$ cat src/rtl/swtrace_pkg.sv
package swtrace_pkg;
    localparam int ID_W        = 16;
    localparam int RIDX_W      = 5;
    localparam int CSR_AW      = 12;
    localparam logic [ID_W-1:0] CMP_EVENT_ID = 16'hFFFF;

    typedef enum logic [1:0] {
        W_IDLE  = 2'd0,
        W_BASE  = 2'd1,
        W_ARMED = 2'd2
    } watch_state_e;
endpackage

$ cat src/rtl/swtrace_watch.sv
module swtrace_watch
    import swtrace_pkg::*;
#(
    parameter int XLEN = 64
) (
    input  logic              clk,
    input  logic              rst_n,
    input  logic              en,
    input  logic [RIDX_W-1:0] watch_reg,
    input  logic              wb_valid,
    input  logic [RIDX_W-1:0] wb_reg,
    input  logic [XLEN-1:0]   wb_data,
    output logic              fire,
    output logic [XLEN-1:0]   fire_value
);
    watch_state_e state_q, state_d;
    logic [XLEN-1:0] base_q;
    logic hit;

    assign hit = en && wb_valid && (wb_reg == watch_reg);

    always_comb begin
        state_d = state_q;
        unique case (state_q)
            W_IDLE:  if (en) state_d = hit ? W_ARMED : W_BASE;
            W_BASE:  if (!en) state_d = W_IDLE; else if (hit) state_d = W_ARMED;
            W_ARMED: if (!en) state_d = W_IDLE;
            default: state_d = W_IDLE;
        endcase
    end

    always_ff @(posedge clk) begin
        if (!rst_n) begin
            state_q <= W_IDLE;
            base_q  <= '0;
        end else begin
            state_q <= state_d;
            if (hit) base_q <= wb_data;
        end
    end

    always_comb begin
        fire       = 1'b0;
        fire_value = wb_data;
        unique case (state_q)
            W_ARMED: fire = hit && (wb_data != base_q);
            default: fire = 1'b0;
        endcase
    end
endmodule

$ cat src/rtl/swtrace_evq.sv
module swtrace_evq #(
    parameter int W     = 80,
    parameter int DEPTH = 4
) (
    input  logic         clk,
    input  logic         rst_n,
    input  logic         push_a,
    input  logic [W-1:0] data_a,
    input  logic         push_b,
    input  logic [W-1:0] data_b,
    output logic         drop,
    output logic         out_valid,
    input  logic         out_ready,
    output logic [W-1:0] out_data
);
    localparam int PW = (DEPTH > 1) ? $clog2(DEPTH) : 1;
    localparam int CW = $clog2(DEPTH + 1);

    logic [W-1:0]  mem [DEPTH];
    logic [PW-1:0] wr_ptr, rd_ptr;
    logic [CW-1:0] count, space;
    logic acc_a, acc_b, pop;

    assign space     = CW'(DEPTH) - count;
    assign acc_a     = push_a && (space >= CW'(1));
    assign acc_b     = push_b && (space >= (acc_a ? CW'(2) : CW'(1)));
    assign drop      = (push_a && !acc_a) || (push_b && !acc_b);
    assign out_valid = (count != '0);
    assign pop       = out_valid && out_ready;
    assign out_data  = mem[rd_ptr];

    always_ff @(posedge clk) begin
        if (acc_a) mem[wr_ptr] <= data_a;
        if (acc_b) mem[wr_ptr + PW'(acc_a)] <= data_b;
    end

    always_ff @(posedge clk) begin
        if (!rst_n) begin
            wr_ptr <= '0;
            rd_ptr <= '0;
            count  <= '0;
        end else begin
            wr_ptr <= wr_ptr + PW'(acc_a) + PW'(acc_b);
            rd_ptr <= rd_ptr + PW'(pop);
            count  <= count + CW'(acc_a) + CW'(acc_b) - CW'(pop);
        end
    end
endmodule

$ cat src/rtl/swtrace_capture.sv
module swtrace_capture
    import swtrace_pkg::*;
#(
    parameter int XLEN       = 64,
    parameter int QDEPTH     = 4,
    parameter int ARG_REG    = 10,
    parameter int TRIG_CSR   = 12'h8FF
) (
    input  logic              clk,
    input  logic              rst_n,
    input  logic              wb_valid,
    input  logic [RIDX_W-1:0] wb_reg,
    input  logic [XLEN-1:0]   wb_data,
    input  logic              csr_we,
    input  logic [CSR_AW-1:0] csr_addr,
    input  logic [XLEN-1:0]   csr_wdata,
    input  logic              cfg_watch_en,
    input  logic [RIDX_W-1:0] cfg_watch_reg,
    input  logic              cfg_ovf_clear,
    input  logic              stall,
    output logic              ev_valid,
    input  logic              ev_ready,
    output logic [ID_W-1:0]   ev_id,
    output logic [XLEN-1:0]   ev_value,
    output logic              ovf_flag
);
    localparam int EW = ID_W + XLEN;

    logic [XLEN-1:0] arg_q, arg_now;
    logic            arg_wr, trig, cmp_fire, drop;
    logic [XLEN-1:0] cmp_value;
    logic [EW-1:0]   head;
    logic            unused_hi;

    assign unused_hi = ^csr_wdata[XLEN-1:ID_W];
    assign arg_wr    = wb_valid && (wb_reg == RIDX_W'(ARG_REG));
    assign arg_now   = arg_wr ? wb_data : arg_q;
    assign trig      = csr_we && (csr_addr == CSR_AW'(TRIG_CSR));

    always_ff @(posedge clk) begin
        if (!rst_n)      arg_q <= '0;
        else if (arg_wr) arg_q <= wb_data;
    end

    always_ff @(posedge clk) begin
        if (!rst_n)             ovf_flag <= 1'b0;
        else if (drop)          ovf_flag <= 1'b1;
        else if (cfg_ovf_clear) ovf_flag <= 1'b0;
    end

    swtrace_watch #(.XLEN(XLEN)) u_watch (
        .clk        (clk),
        .rst_n      (rst_n),
        .en         (cfg_watch_en),
        .watch_reg  (cfg_watch_reg),
        .wb_valid   (wb_valid),
        .wb_reg     (wb_reg),
        .wb_data    (wb_data),
        .fire       (cmp_fire),
        .fire_value (cmp_value)
    );

    swtrace_evq #(.W(EW), .DEPTH(QDEPTH)) u_evq (
        .clk       (clk),
        .rst_n     (rst_n),
        .push_a    (trig && !stall),
        .data_a    ({csr_wdata[ID_W-1:0], arg_now}),
        .push_b    (cmp_fire && !stall),
        .data_b    ({CMP_EVENT_ID, cmp_value}),
        .drop      (drop),
        .out_valid (ev_valid),
        .out_ready (ev_ready),
        .out_data  (head)
    );

    assign ev_id    = head[EW-1:XLEN];
    assign ev_value = head[XLEN-1:0];
endmodule

$ cat config.mk
export PLATFORM = sky130hd
export DESIGN_NAME = swtrace_capture
export DESIGN_NICKNAME = d
export VERILOG_FILES = /design/src/rtl/swtrace_pkg.sv /design/src/rtl/swtrace_watch.sv /design/src/rtl/swtrace_evq.sv /design/src/rtl/swtrace_capture.sv
export SDC_FILE = /design/constraint.sdc
export NUM_CORES = 1
export LEC_CHECK = 0
export BUFFER_PORTS_ARGS = -buffer_cell sky130_fd_sc_hd__buf_4
export CORE_ASPECT_RATIO = 2
export CORE_MARGIN = 2
export CORE_UTILIZATION = 40
export DETAILED_ROUTE_END_ITERATION = 6
export SYNTH_ARGS = -nofsm -noshare
export SYNTH_HDL_FRONTEND = slang
export SYNTH_SLANG_ARGS = --single-unit
$ cat constraint.sdc
create_clock -name clk -period 5.75 [get_ports clk]
set_input_delay 0.2875 -clock clk [delete_from_list [all_inputs] [get_ports clk]]
set_output_delay 0.2875 -clock clk [all_outputs]
set_load 0.05 [all_outputs]
======== Yosys cells after proc, flatten, opt, wreduce, memory -nomap -nowiden ========
Memories as Yosys holds them, arrays and structs flattened. A register that Yosys moved wholly into a read port is not among the register bits.
Index checks and enable logic that the tools add are counted.
word-level totals
  bits in registers ....................... 138
  RAM bits ................................ 320
  input bits .............................. 158
  memories kept ........................... 1
operators by class
  $add $sub $neg .......................... 7
  order comparisons ....................... 2
  equality and inequality tests ........... 9
  multiplexer cells ....................... 16
  reduce and logical (&&, ||, !) cells .... 20
memory list
  memory     words  width  rd ports  clocked after memory_dff  wr ports  RTL line           source
  u_evq.mem  4      80     1         1                         2         swtrace_evq.sv:19  logic [W-1:0] mem [DEPTH];
operators by type and width
  cell                                                               count
  2-to-1 mux 64 bit                                                  1
  inequality test 64 bit                                             1
  2-to-1 mux 2 bit                                                   7
  == test 12 bit, second input constant                              1
  logical AND 1 bit                                                  12
  2-to-1 mux 1 bit                                                   7
  adder 2 x 1 -> 2 bit                                               3
  adder 3 x 1 -> 3 bit                                               2
  case mux 2 bit (3 select lines)                                    1
  == test 5 x 4 -> 1 bit, second input constant                      1
  == test 5 bit                                                      1
  inequality test 2 bit, second input constant                       2
  greater-or-equal comparator 3 x 1 -> 1 bit, second input constant  1
  greater-or-equal comparator 3 bit                                  1
  zero test 1 bit                                                    3
  inequality test 3 x 2 -> 1 bit, second input constant              1
  AND reduction 3 bit                                                1
  nonzero test 3 bit                                                 1
  subtractor 3 x 1 -> 3 bit                                          1
  subtractor 3 bit, first input constant                             1
  == test 2 x 1 -> 1 bit, second input constant                      1
  == test 2 bit, second input constant                               1
  zero test 2 bit                                                    1
  nonzero test 2 bit                                                 1
  logical OR 1 bit                                                   1

======== Logic depth before layout (Yosys ltp) ========
Gate-level depths: netlist of the first run.
  depth after elaboration ................. 11
  gate-level depth with buffers ........... 14

======== Cells and area by module ========
From an unflattened synthesis of the first run, not the netlist that was laid out.
second synthesis, totals
  cells, all modules ...................... 1573
  area, all modules ....................... 23416.2 sq um
by module, submodules not included
  module           times used  cells an instance  area an instance (sq um)  sequential area each (sq um)
  swtrace_evq      1           838                15975.3                   9749.4
  swtrace_capture  1           361                3721.1                    1301.2
  swtrace_watch    1           374                3719.8                    1321.3

======== Worst setup path after synthesis of the first run ========
No wires, ideal clock.
  path type ............................... reg-to-reg
  start ................................... register u_evq.count[0]
  end ..................................... memory u_evq.mem[0][0] (enable)
  data arrival time ....................... 4.121 ns
  required time ........................... 5.326 ns
  setup slack ............................. 1.205 ns
  cell stages (with the launch flop) ...... 12
  path through ............................ dfxtp_1 inv_1 ha_1 ha_1 nor4b_1 nand2b_2 inv_1 ha_1 nor3_1 nand3_1 clkbuf_1 nand2_1
RTL lines
  item                      RTL line           source
  start: declaration        swtrace_evq.sv:21  logic [CW-1:0] count, space;
  start signal: assignment  swtrace_evq.sv:45  count <= count + CW'(acc_a) + CW'(acc_b) - CW'(pop);
  end: declaration          swtrace_evq.sv:19

==> impl_metrics.env, run 1 <==
export IMPL_share_of_synthesized_area_occupied_by_flip_flops_and_latches=0.554
export IMPL_num_vias=15000
export IMPL_cts_buffers=44
export IMPL_cts_repair_resized=0
export IMPL_clock_insertion_delay_worst_skew_ns=0.55
export IMPL_grt_antenna_before_repair=7
export IMPL_critical_path_class="reg -> reg"
export IMPL_cts_htree_levels=2
export IMPL_post_synth_top_area_fraction=0.363
export IMPL_grt_setup_unrepaired="false"
export IMPL_post_cts_repair_timing_setup_buffer_count=0
export IMPL_detail_route_iter0_violations=1370
export IMPL_timing_worst_slew_pin_value_ns=1.11
export IMPL_grt_util_all_layers=0.229
export IMPL_synthesis_area_per_instance_um2=12.3
export IMPL_critical_path_max_fanout=64
export IMPL_cellPowerDensity_nw_per_um2=343
export IMPL_p_leak_nw=8.99
export IMPL_timing_slew_headroom=0.263
export IMPL_filler_cell_count=4781
export IMPL_synth_cells=1715
export IMPL_route_detailed_vias_per_inst=6.01
export IMPL_synthArstFlopShare=0
export IMPL_post_route_cell_area_um2=24600
export IMPL_yosysTopAreaCell="edfxtp_1"
export IMPL_fp_dieArea_um2=54900
export IMPL_synth_top_flop_cell="edfxtp_1"
export IMPL_routedWlPerCell_um=25.6
export IMPL_post_synth_main_area_contributors="edfxtp_1 36%, dfxtp_1 19%, a32o_1 9.1%"
export IMPL_post_dp_cell_area_um2=23100
export IMPL_initial_utilization=0.404
export IMPL_portBuffers=191
export IMPL_cap_violations=0
export IMPL_clkTransAtPathRegs_ns=0.06
export IMPL_pin_count=240
export IMPL_cp_start_kind="flop"
export IMPL_overflow=0
export IMPL_layout_area_seq_um2=11700
export IMPL_max_clock_path_buffers=3
export IMPL_cts_tree="yes"
export IMPL_synth_fp_nets=1884
export IMPL_setup_viol=0
export IMPL_multi_input_area_um2=8610
export IMPL_timing_final_crit_share=0.733
export IMPL_finish_net_count=1967
export IMPL_synth_enable_flop_cells=256
export IMPL_ys_warnings_count=0
export IMPL_route_antenna_remaining_nets=0
export IMPL_netlist_area_before_placement_um2=21200
export IMPL_pre_cts_slack_ns=1.55
export IMPL_cp_required_ns=6.16
export IMPL_remaining_drc_errors=0
export IMPL_end_kind="flop"
export IMPL_worst_vdd_rail_ir_drop_v=0.000252
export IMPL_drt_wl_total_mm=64.0
export IMPL_die_height_um=329
export IMPL_timing_final_crit_period_ns=4.22
export IMPL_maximum_number_of_pins_on_one_net_before_global_route_repair=169
export IMPL_flow_area_growth_from_synthesis_pct=16.3
export IMPL_layout_skew_ns=0.0125
export IMPL_placement_rows=119
export IMPL_die_w_um=167
export IMPL_outcome="finished clean"
export IMPL_critical_path_arrival_ns=4.62
export IMPL_ffs_latches_synth=458
export IMPL_clockRootBuffer="clkbuf_16"
export IMPL_yosysUniqueCellTypes=45
export IMPL_hold_viol_final=0
export IMPL_grt_first_pass_wirelength_mm=95.7
export IMPL_detailedPlacementHpwl_mm=37.6
export IMPL_drv_slew=0
export IMPL_first_global_vias=15200
export IMPL_routabilityCongestion=0.761
export IMPL_final_critical_path_setup_slack_ns=1.53
export IMPL_timing_fmax_mhz=237
export IMPL_finalHoldWorstSlack_ns=0.0387
export IMPL_power_w=0.00844
export IMPL_fin_setup_tns_ns=0
export IMPL_cts_num_sinks=458
export IMPL_timing_reg2reg_setup_slack_ns=1.53
export IMPL_hp_class="in -> reg"
export IMPL_fraction_of_layout_cells_with_a_size_suffix_above_1=0.215
export IMPL_drt_pre_antenna_iters=5
export IMPL_core_area_um2=52400
Yosys cell counts (2+ instances only):
cell	n
a21boi_0	129
a21oi_1	2
a22o_1	64
a31oi_2	3
a32o_1	192
and2_1	7
buf_1	20
buf_2	26
buf_4	2
buf_6	7
clkbuf_1	150
clkbuf_2	5
dfxtp_1	202
edfxtp_1	256
fa_1	2
ha_1	9
inv_1	7
mux2i_1	49
mux4_2	80
nand2_1	348
nand2b_1	2
nand3_1	22
nand3b_1	3
nand4_1	19
nor2_1	2
nor2b_1	3
nor3_1	5
nor4_1	5
nor4_4	2
o22ai_2	3
or3_1	2
xnor2_1	72
xor2_1	3
layer usage:
layer	wire, um	track usage
met4	2390	0.0943
met5	50	0
met3	4740	0.0430
met2	32500	0.404
met1	24300	0.275
path summary, 6_finish.rpt:
check	from	endpoint	cells after the start
max reg2reg	u_evq.count[0]$_SDFF_PN0_	u_evq.mem[2][30]$_DFFE_PP_	13
min	wb_data[7]	u_watch.base_q[7]$_SDFFE_PN0P_	3
min reg2reg	u_evq.mem[2][64]$_SDFFE_PP1P_	u_evq.mem[2][64]$_SDFFE_PP1P_	2
max	u_evq.count[0]$_SDFF_PN0_	u_evq.mem[2][30]$_DFFE_PP_	13
final cells by class:
class,instances,area share
Clock buffer,59,0.0495
Antenna cell,3,0.000305
Sequential cell,458,0.477
Multi-Input combinational cell,1040,0.350
Inverter,7,0.00107
Tap cell,665,0.0338
Timing Repair Buffer,247,0.0827
Clock inverter,21,0.00509
worst max-delay path, stage by stage (launching register included):
cell and delay, ns:
dfxtp_1 0.40, inv_1 0.09, ha_1 0.20, ha_1 0.28, nor4b_1 0.35, nand2b_2 0.27
inv_1 0.10, ha_1 0.22, xnor2_1 0.17, nor3_1 0.45, nand2_1 0.17, o22ai_4 0.20
buf_4 0.86, a32o_1 0.23
cell usage in the layout (no fill, tap or decap), drive strengths merged, types with 2 or more instances in the layout:
master and instances:
nand2 348, edfxtp 256, buf 230, dfxtp 202
a32o 192, a21boi 129, mux4 80, xnor2 72
a22o 64, clkbuf 59, mux2i 49, nand3 22
nand4 20, clkinv 18, dlygate4sd3 17, ha 9
inv 7, and2 7, nor4 7, nor3 5
o22ai 4, diode 3, xor2 3, nand3b 3
a31oi 3, nor2b 3, nand2b 3, nor2 2
a21oi 2, fa 2, clkinvlp 2, or3 2
cells by family (layout without fill, tap and decap cells):
group | count (synthesis) | after routing | share of synthesized area
AOI/OAI and AO/OA | 395 | 395 | 0.169
xor gates and xnor gates | 75 | 75 | 0.0310
adders and majority gates | 11 | 11 | 0.00721
buffers and inverters | 217 | 334 | 0.0432
DFF | 458 | 458 | 0.554
muxes | 129 | 129 | 0.108
other | 0 | 3 | 0
and+or+nand+nor | 430 | 430 | 0.0871
what timing repair did:
| action | CTS | global route |
|---|---|---|
| setup endpoints to repair | 0 | 0 |
| hold buffers | 17 | 0 |
| endpoints found under the hold margin | 66 | 0 |
power by group:
part | leakage (nW) | internal, W | total (W) | switching (W)
Clock | 0.661 | 0.00153 | 0.00278 | 0.00125
Sequential | 4.30 | 0.00344 | 0.00356 | 0.000122
Combinational | 4.02 | 0.000796 | 0.00210 | 0.00130
state kept, by name (all words and copies together) (netlist names):
register,cells
u_evq.count,3
u_watch.state_q,2
u_evq.rd_ptr,2
u_evq.wr_ptr,2
ovf_flag,1
arg_q,64
u_evq.mem,320
u_watch.base_q,64
per-stage QoR:
step                utilization  instances
floorplan                     -       1715
global placement          0.440       2400
detailed placement        0.440       2400
CTS                       0.469       2497
global route              0.469       2498
finish                    0.469       2500
Power figures use the tool's default switching activity.
==> run 2: changes to the inputs <==
==> constraint.sdc (replaced) <==
create_clock -name clk -period 3.7 [get_ports clk]
set_input_delay 0.185 -clock clk [delete_from_list [all_inputs] [get_ports clk]]
set_output_delay 0.185 -clock clk [all_outputs]
set_load 0.05 [all_outputs]
==> run 2 against run 1 <==
Against the previous run: first-iteration DRC count shrank 1.4%; combinational power grew 68%; wire length grew 2.1%; global-route usage grew 0.40 points; die area is the same; highest routed layer unchanged; clock-buffer cell count shrank 2; sequential share of layout area shrank 2.2 points; clock power grew 74%; hold slack gained 0.056 ns; power grew 64%.
==> impl_metrics.env, run 2 (synthesis gave the netlist of run 1 again) <==
export IMPL_post_route_cell_area_um2=25800
export IMPL_top_layer="met5"
export IMPL_routabilityCongestion=0.781
export IMPL_critical_path_arrival_ns=3.69
export IMPL_cp_required_ns=4.00
export IMPL_detailedPlacementHpwl_mm=39.4
export IMPL_num_vias=15400
export IMPL_final_critical_path_setup_slack_ns=0.307
export IMPL_sequentialPowerShare=0.396
export IMPL_timing_final_crit_period_ns=3.39
export IMPL_cts_num_sinks=458
export IMPL_overflow=0
export IMPL_timing_critical_path_slowest_cell_delay_ns=0.34
export IMPL_initial_utilization=0.404
export IMPL_drt_pre_antenna_iters=6
export IMPL_setup_viol=0
export IMPL_drt_wl_total_mm=65.4
export IMPL_combPwrFrac=0.254
export IMPL_worst_path_max_delay_cell="dfxtp_1"
export IMPL_sw_pwr_w=0.00428
export IMPL_final_cell_mix="344 x nand2_1, 256 x edfxtp_1, 221 x buf_4"
export IMPL_timing_final_crit_share=0.917
export IMPL_critPathTopFamily="simple AND/OR/NAND/NOR gates"
export IMPL_fin_cells=2577
export IMPL_die_height_um=329
export IMPL_cp_num_buf_inv=3
export IMPL_internal_power_w=0.00954
export IMPL_p_leak_nw=9.50
export IMPL_hold_viol_final=0
export IMPL_cap_violations=0
export IMPL_critical_path_class="reg -> reg"
export IMPL_pin_count=240
export IMPL_timing_slew_headroom=0.283
export IMPL_largest_register="u_evq.mem"
export IMPL_swShare=0.309
export IMPL_route_detailed_vias_per_inst=5.98
export IMPL_worst_vdd_rail_ir_drop_v=0.000706
export IMPL_cts_tree="yes"
export IMPL_outcome="finished clean"
export IMPL_grt_antenna_before_repair=2
export IMPL_pre_cts_slack_ns=0.151
export IMPL_met2_wirelength_mm=34.5
export IMPL_max_clock_path_buffers=3
export IMPL_fraction_of_layout_cells_with_a_size_suffix_above_1=0.221
export IMPL_placement_rows=119
export IMPL_routedWlPerCell_um=25.4
export IMPL_critical_path_max_fanout=31
export IMPL_detail_route_iter0_violations=1351
export IMPL_finish_net_count=2047
export IMPL_clock_insertion_delay_worst_skew_ns=0.57
export IMPL_cpMostUsedCell="ha_1"
export IMPL_clkTransAtPathRegs_ns=0.07
export IMPL_layout_skew_ns=0.0313
export IMPL_fin_setup_tns_ns=0
export IMPL_cp_start_kind="flop"
export IMPL_timing_fmax_mhz=295
export IMPL_flow_area_growth_from_synthesis_pct=21.8
export IMPL_hp_class="in -> reg"
export IMPL_timing_critical_path_cells="inv_1 > ha_1 > ha_1 > nor4b_2 > nand2b_4 > inv_1 > ha_1 > xnor2_1 > nand2_1 > nor2_1 > a31oi_4 > buf_4 > a32o_1"
export IMPL_remaining_drc_errors=0
export IMPL_wl_met1_mm=24.1
export IMPL_first_global_vias=15600
export IMPL_largest_reg_flops=320
export IMPL_post_route_util=0.492
export IMPL_grt_util_all_layers=0.233
export IMPL_clockRootBuffer="clkbuf_16"
export IMPL_grt_setup_unrepaired="false"
export IMPL_end_kind="flop"
export IMPL_cts_htree_levels=2
export IMPL_layout_top_registers="u_evq.mem (320), arg_q (64), u_watch.base_q (64)"
export IMPL_die_w_um=167
export IMPL_antennaDiodeCount=0
export IMPL_dpl_cell_count=2419
export IMPL_post_dp_cell_area_um2=23400
export IMPL_post_cts_repair_timing_setup_buffer_count=0
export IMPL_share_clk_of_total_power=0.350
export IMPL_fp_dieArea_um2=54900
export IMPL_cts_buffers=42
export IMPL_timing_worst_slew_pin_value_ns=1.08
export IMPL_route_antenna_remaining_nets=0
export IMPL_drv_slew=0
export IMPL_core_area_um2=52400
export IMPL_routed_wl_met3_mm=4.56
export IMPL_grt_first_pass_wirelength_mm=97.5
export IMPL_maximum_number_of_pins_on_one_net_before_global_route_repair=153
export IMPL_cellPowerDensity_nw_per_um2=536
export IMPL_portBuffers=191
export IMPL_most_common_library_cell_in_the_layout_ignoring_fill_and_taps="nand2_1"
==> run 2: cell types whose count changed in the layout (fill, tap and decap cells not counted), sizes merged, moves of 3 or more <==
cell,before,now
buf,230,249
bufinv,1,8
diode,3,0
clkinv,18,12
dlygate4sd3,17,80
==> run 2: worst paths after layout <==
check | depth (start not counted) | slack [ns] | endpoint | start
worst max-delay path | 13 | 0.31 | u_evq.mem[1][36]$_DFFE_PP_ | u_evq.count[1]$_SDFF_PN0_
worst max register to register | 13 | 0.31 | u_evq.mem[1][36]$_DFFE_PP_ | u_evq.count[1]$_SDFF_PN0_
worst min register to register | 1 | 0.47 | u_watch.state_q[0]$_SDFFE_PN0P_ | u_watch.state_q[1]$_SDFFE_PN0P_
worst min-delay path | 4 | 0.09 | arg_q[45]$_SDFF_PN0_ | wb_data[45]
==> run 2: timing repair <==
| action | CTS | global route |
|---|---|---|
| endpoints found under the setup margin | 0 | 91 |
| gates resized for setup | 0 | 3 |
| hold buffers | 80 | 0 |
| endpoints found under the hold margin | 377 | 0 |
==> run 2: stage by stage <==
| stage | hold slack (ns) | total power, W |
|---|---|---|
| final | 0.0949 | 0.0138 |
| after global routing | 0.0946 | 0.0143 |
| after CTS | 0.0756 | 0.0139 |
| after global placement | 0.423 | 0.00904 |
| after floorplan | 0.309 | 0.00790 |
| after detailed placement | 0.428 | 0.00905 |
==> run 2: routing by layer <==
layer | track usage | up-vias
met5 | 0 | -
met4 | 0.0830 | 4
met3 | 0.0350 | 117
met2 | 0.432 | 695
met1 | 0.273 | 7762
li1 | - | 6822
==> run 2: power groups by stage <==
| stage | clock network, W | registers [W] | logic [W] |
|---|---|---|---|
| after floorplan | 0 | 0.00548 | 0.00243 |
| after global placement | 0 | 0.00558 | 0.00346 |
| after detailed placement | 0 | 0.00558 | 0.00347 |
| after CTS | 0.00492 | 0.00547 | 0.00355 |
| after global routing | 0.00510 | 0.00547 | 0.00368 |
| final | 0.00484 | 0.00546 | 0.00352 |
==> run 2: area by class of cell <==
class                      instances  area (um2)
inverter                           7        26.3
clock buffer                      57        1190
timing repair buffer             329        3020
sequential                       458       11700
clock inverter                    21         333
fill                            4624       26600
multi-input combinational       1040        8630
tap                              665         832
==> run 2: worst reg2reg max path: stages (launching register included) <==
cell and delay, ns:
dfxtp_1 0.34, inv_1 0.09, ha_1 0.19, ha_1 0.29, nor4b_2 0.23, nand2b_4 0.22
inv_1 0.09, ha_1 0.22, xnor2_1 0.27, nand2_1 0.09, nor2_1 0.26, a31oi_4 0.14
buf_4 0.33, a32o_1 0.39
==> run 3: changes to the inputs <==
==> constraint.sdc (replaced) <==
create_clock -name clk -period 4.4 [get_ports clk]
set_input_delay 0.22 -clock clk [delete_from_list [all_inputs] [get_ports clk]]
set_output_delay 0.22 -clock clk [all_outputs]
set_load 0.05 [all_outputs]
==> run 3 against run 2 <==
Against the previous run: clock-buffer cell count decreased by 1; sequential share of layout area increased by 0.71 points; largest power group unchanged; design area decreased by 1.5%; core utilization decreased by 0.75 points; register-to-register slack got worse by 0.06 ns; flip-flop and latch count unchanged; non-clock buffer count decreased by 14; largest cell class unchanged; maximum frequency decreased by 18%; combinational power decreased by 17%; cell count decreased by 0.39%; clock skew decreased by 0.017 ns; hold slack got worse by 0.061 ns.
==> impl_metrics.env, run 3 (synthesis gave the netlist of run 1 again) <==
export IMPL_critical_path_reg2reg_endpoint="u_evq.mem[1][35]$_DFFE_PP_"
export IMPL_timing_fmax_mhz=241
export IMPL_drt_wl_total_mm=65.2
export IMPL_grt_setup_unrepaired="false"
export IMPL_remaining_drc_errors=0
export IMPL_critical_path_class="reg -> reg"
export IMPL_hold_viol_final=0
export IMPL_reg2regPathDepth=12
export IMPL_worst_vdd_rail_ir_drop_v=0.000496
export IMPL_post_route_cell_area_um2=25400
export IMPL_post_route_util=0.484
export IMPL_drt_pre_antenna_iters=6
export IMPL_timing_critical_path_cells="inv_1 > ha_1 > ha_1 > nor4b_1 > nand2b_2 > ha_1 > nand2b_1 > a21oi_1 > nor2_1 > a31oi_4 > buf_4 > a32o_1"
export IMPL_cp_start_kind="flop"
export IMPL_core_area_um2=52400
export IMPL_clockRootBuffer="clkbuf_16"
export IMPL_share_clk_of_total_power=0.333
export IMPL_die_w_um=167
export IMPL_swShare=0.314
export IMPL_hp_class="in -> reg"
export IMPL_clock_insertion_delay_worst_skew_ns=0.56
export IMPL_fp_dieArea_um2=54900
export IMPL_fraction_of_layout_cells_with_a_size_suffix_above_1=0.209
export IMPL_p_leak_nw=9.32
export IMPL_max_clock_path_buffers=3
export IMPL_final_cell_mix="344 x nand2_1, 256 x edfxtp_1, 218 x buf_4"
export IMPL_worst_path_max_delay_cell="buf_4"
export IMPL_most_common_library_cell_in_the_layout_ignoring_fill_and_taps="nand2_1"
export IMPL_sw_pwr_w=0.00353
export IMPL_cellPowerDensity_nw_per_um2=442
export IMPL_internal_power_w=0.00770
export IMPL_cts_num_sinks=458
export IMPL_worst_hold_path_endpoint="ovf_flag$_SDFFE_PN0P_"
export IMPL_routedWlPerCell_um=25.4
export IMPL_combPwrFrac=0.260
export IMPL_filler_cell_count=4665
export IMPL_r2r_start="u_evq.count[0]$_SDFF_PN0_"
export IMPL_route_antenna_remaining_nets=0
export IMPL_cts_htree_levels=2
export IMPL_drv_slew=0
export IMPL_cp_required_ns=4.82
export IMPL_layout_skew_ns=0.0141
export IMPL_placement_rows=119
export IMPL_pin_count=240
export IMPL_final_critical_path_setup_slack_ns=0.251
export IMPL_origin_of_the_worst_min_delay_path="cfg_ovf_clear"
export IMPL_timing_reg2reg_setup_slack_ns=0.25
export IMPL_critical_path_max_fanout=64
export IMPL_route_detailed_vias_per_inst=5.97
export IMPL_flow_area_growth_from_synthesis_pct=19.9
export IMPL_cpMostUsedCell="ha_1"
export IMPL_largest_register="u_evq.mem"
export IMPL_cts_tree="yes"
export IMPL_sequentialPowerShare=0.407
export IMPL_portBuffers=191
export IMPL_timing_slew_headroom=0.228
export IMPL_post_dp_cell_area_um2=23200
export IMPL_die_height_um=329
export IMPL_cts_buffers=44
export IMPL_cap_violations=0
export IMPL_post_cts_repair_timing_setup_buffer_count=0
export IMPL_finalHoldWorstSlack_ns=0.0342
export IMPL_fin_setup_tns_ns=0
export IMPL_clkTransAtPathRegs_ns=0.06
export IMPL_pre_cts_slack_ns=0.344
export IMPL_routabilityCongestion=0.795
export IMPL_timing_critical_path_slowest_cell_delay_ns=0.87
export IMPL_timing_worst_slew_pin_value_ns=1.16
export IMPL_grt_antenna_before_repair=5
export IMPL_end_kind="flop"
export IMPL_initial_utilization=0.404
export IMPL_first_global_vias=15500
export IMPL_grt_util_all_layers=0.233
export IMPL_overflow=0
export IMPL_maximum_number_of_pins_on_one_net_before_global_route_repair=125
export IMPL_finish_net_count=2035
export IMPL_layout_top_registers="u_evq.mem (320), arg_q (64), u_watch.base_q (64)"
export IMPL_outcome="finished clean"
export IMPL_setup_viol=0
export IMPL_detail_route_iter0_violations=1368
export IMPL_timing_final_crit_period_ns=4.15
export IMPL_min_path_cells=4
export IMPL_grt_first_pass_wirelength_mm=97.0
export IMPL_num_vias=15300
export IMPL_critical_path_arrival_ns=4.57
export IMPL_largest_reg_flops=320
export IMPL_detailedPlacementHpwl_mm=37.6
export IMPL_timing_final_crit_share=0.943
==> run 3: final cells by class <==
cell class / instances / area (um2) / share of cell area
clock inverter: 24 / 183 / 0.00720
tap: 665 / 832 / 0.0328
inverter: 7 / 26.3 / 0.00104
sequential: 458 / 11700 / 0.463
timing repair buffer: 315 / 2770 / 0.109
multi-input combinational: 1040 / 8610 / 0.339
clock buffer: 56 / 1210 / 0.0476
antenna: 2 / 5.00 / 0.000197
==> run 3: repair_timing <==
item                                    CTS  global route
hold buffers                             81             0
hold endpoints to repair                204             0
endpoints found under the setup margin    0             0
gates resized for setup                   0             0
==> run 3: through the flow <==
| step | std cells | total power, W |
|---|---|---|
| CTS | 2565 | 0.0113 |
| global placement | 2404 | 0.00755 |
| floorplan | 1715 | 0.00665 |
| detailed placement | 2404 | 0.00757 |
| global route | 2567 | 0.0116 |
| finish | 2567 | 0.0112 |
==> run 3: metal layers <==
layer / GRT usage / part of all wire / vias up
met2: 0.424 / 0.52 / 713
met5: 0 / 0.00052 / -
met4: 0.0905 / 0.036 / 6
met3: 0.0297 / 0.069 / 140
met1: 0.279 / 0.37 / 7667
li1: - / - / 6799
==> run 3: worst max path at each step <==
stage / start / to / slack (ns) / cells past startpoint
6_report: u_evq.count[0]$_SDFF_PN0_ / u_evq.mem[1][35]$_DFFE_PP_ / 0.25 / 12
5_1_grt: u_evq.count[0]$_SDFF_PN0_ / u_evq.mem[1][56]$_DFFE_PP_ / 0.04 / 12
4_1_cts: u_evq.count[0]$_SDFF_PN0_ / u_evq.mem[1][35]$_DFFE_PP_ / 0.32 / 12
3_5_place_dp: u_evq.count[0]$_SDFF_PN0_ / u_evq.mem[1][35]$_DFFE_PP_ / 0.34 / 12
3_3_place_gp: u_evq.count[0]$_SDFF_PN0_ / u_evq.mem[1][37]$_DFFE_PP_ / 0.48 / 12
2_1_floorplan: u_evq.count[0]$_SDFF_PN0_ / u_evq.mem[0][0]$_DFFE_PP_ / 0.45 / 11
==> run 3: power by group through the flow <==
stage / clock network (W) / logic [W] / registers, W
after floorplan: 0 / 0.00204 / 0.00461
after detailed placement: 0 / 0.00290 / 0.00466
final: 0.00374 / 0.00292 / 0.00457
after global routing: 0.00395 / 0.00304 / 0.00457
after global placement: 0 / 0.00288 / 0.00466
after CTS: 0.00381 / 0.00297 / 0.00457
==> run 3: critical path, delay by kind of cell (launching register included) <==
family | cells | cell delay (ns)
buffers and inverters | 2 | 0.96
AND/OR/NAND/NOR | 4 | 0.92
AO/OA/AOI/OAI | 3 | 0.91
adder cells (fa/ha/maj) | 3 | 0.73
flip-flops | 1 | 0.41
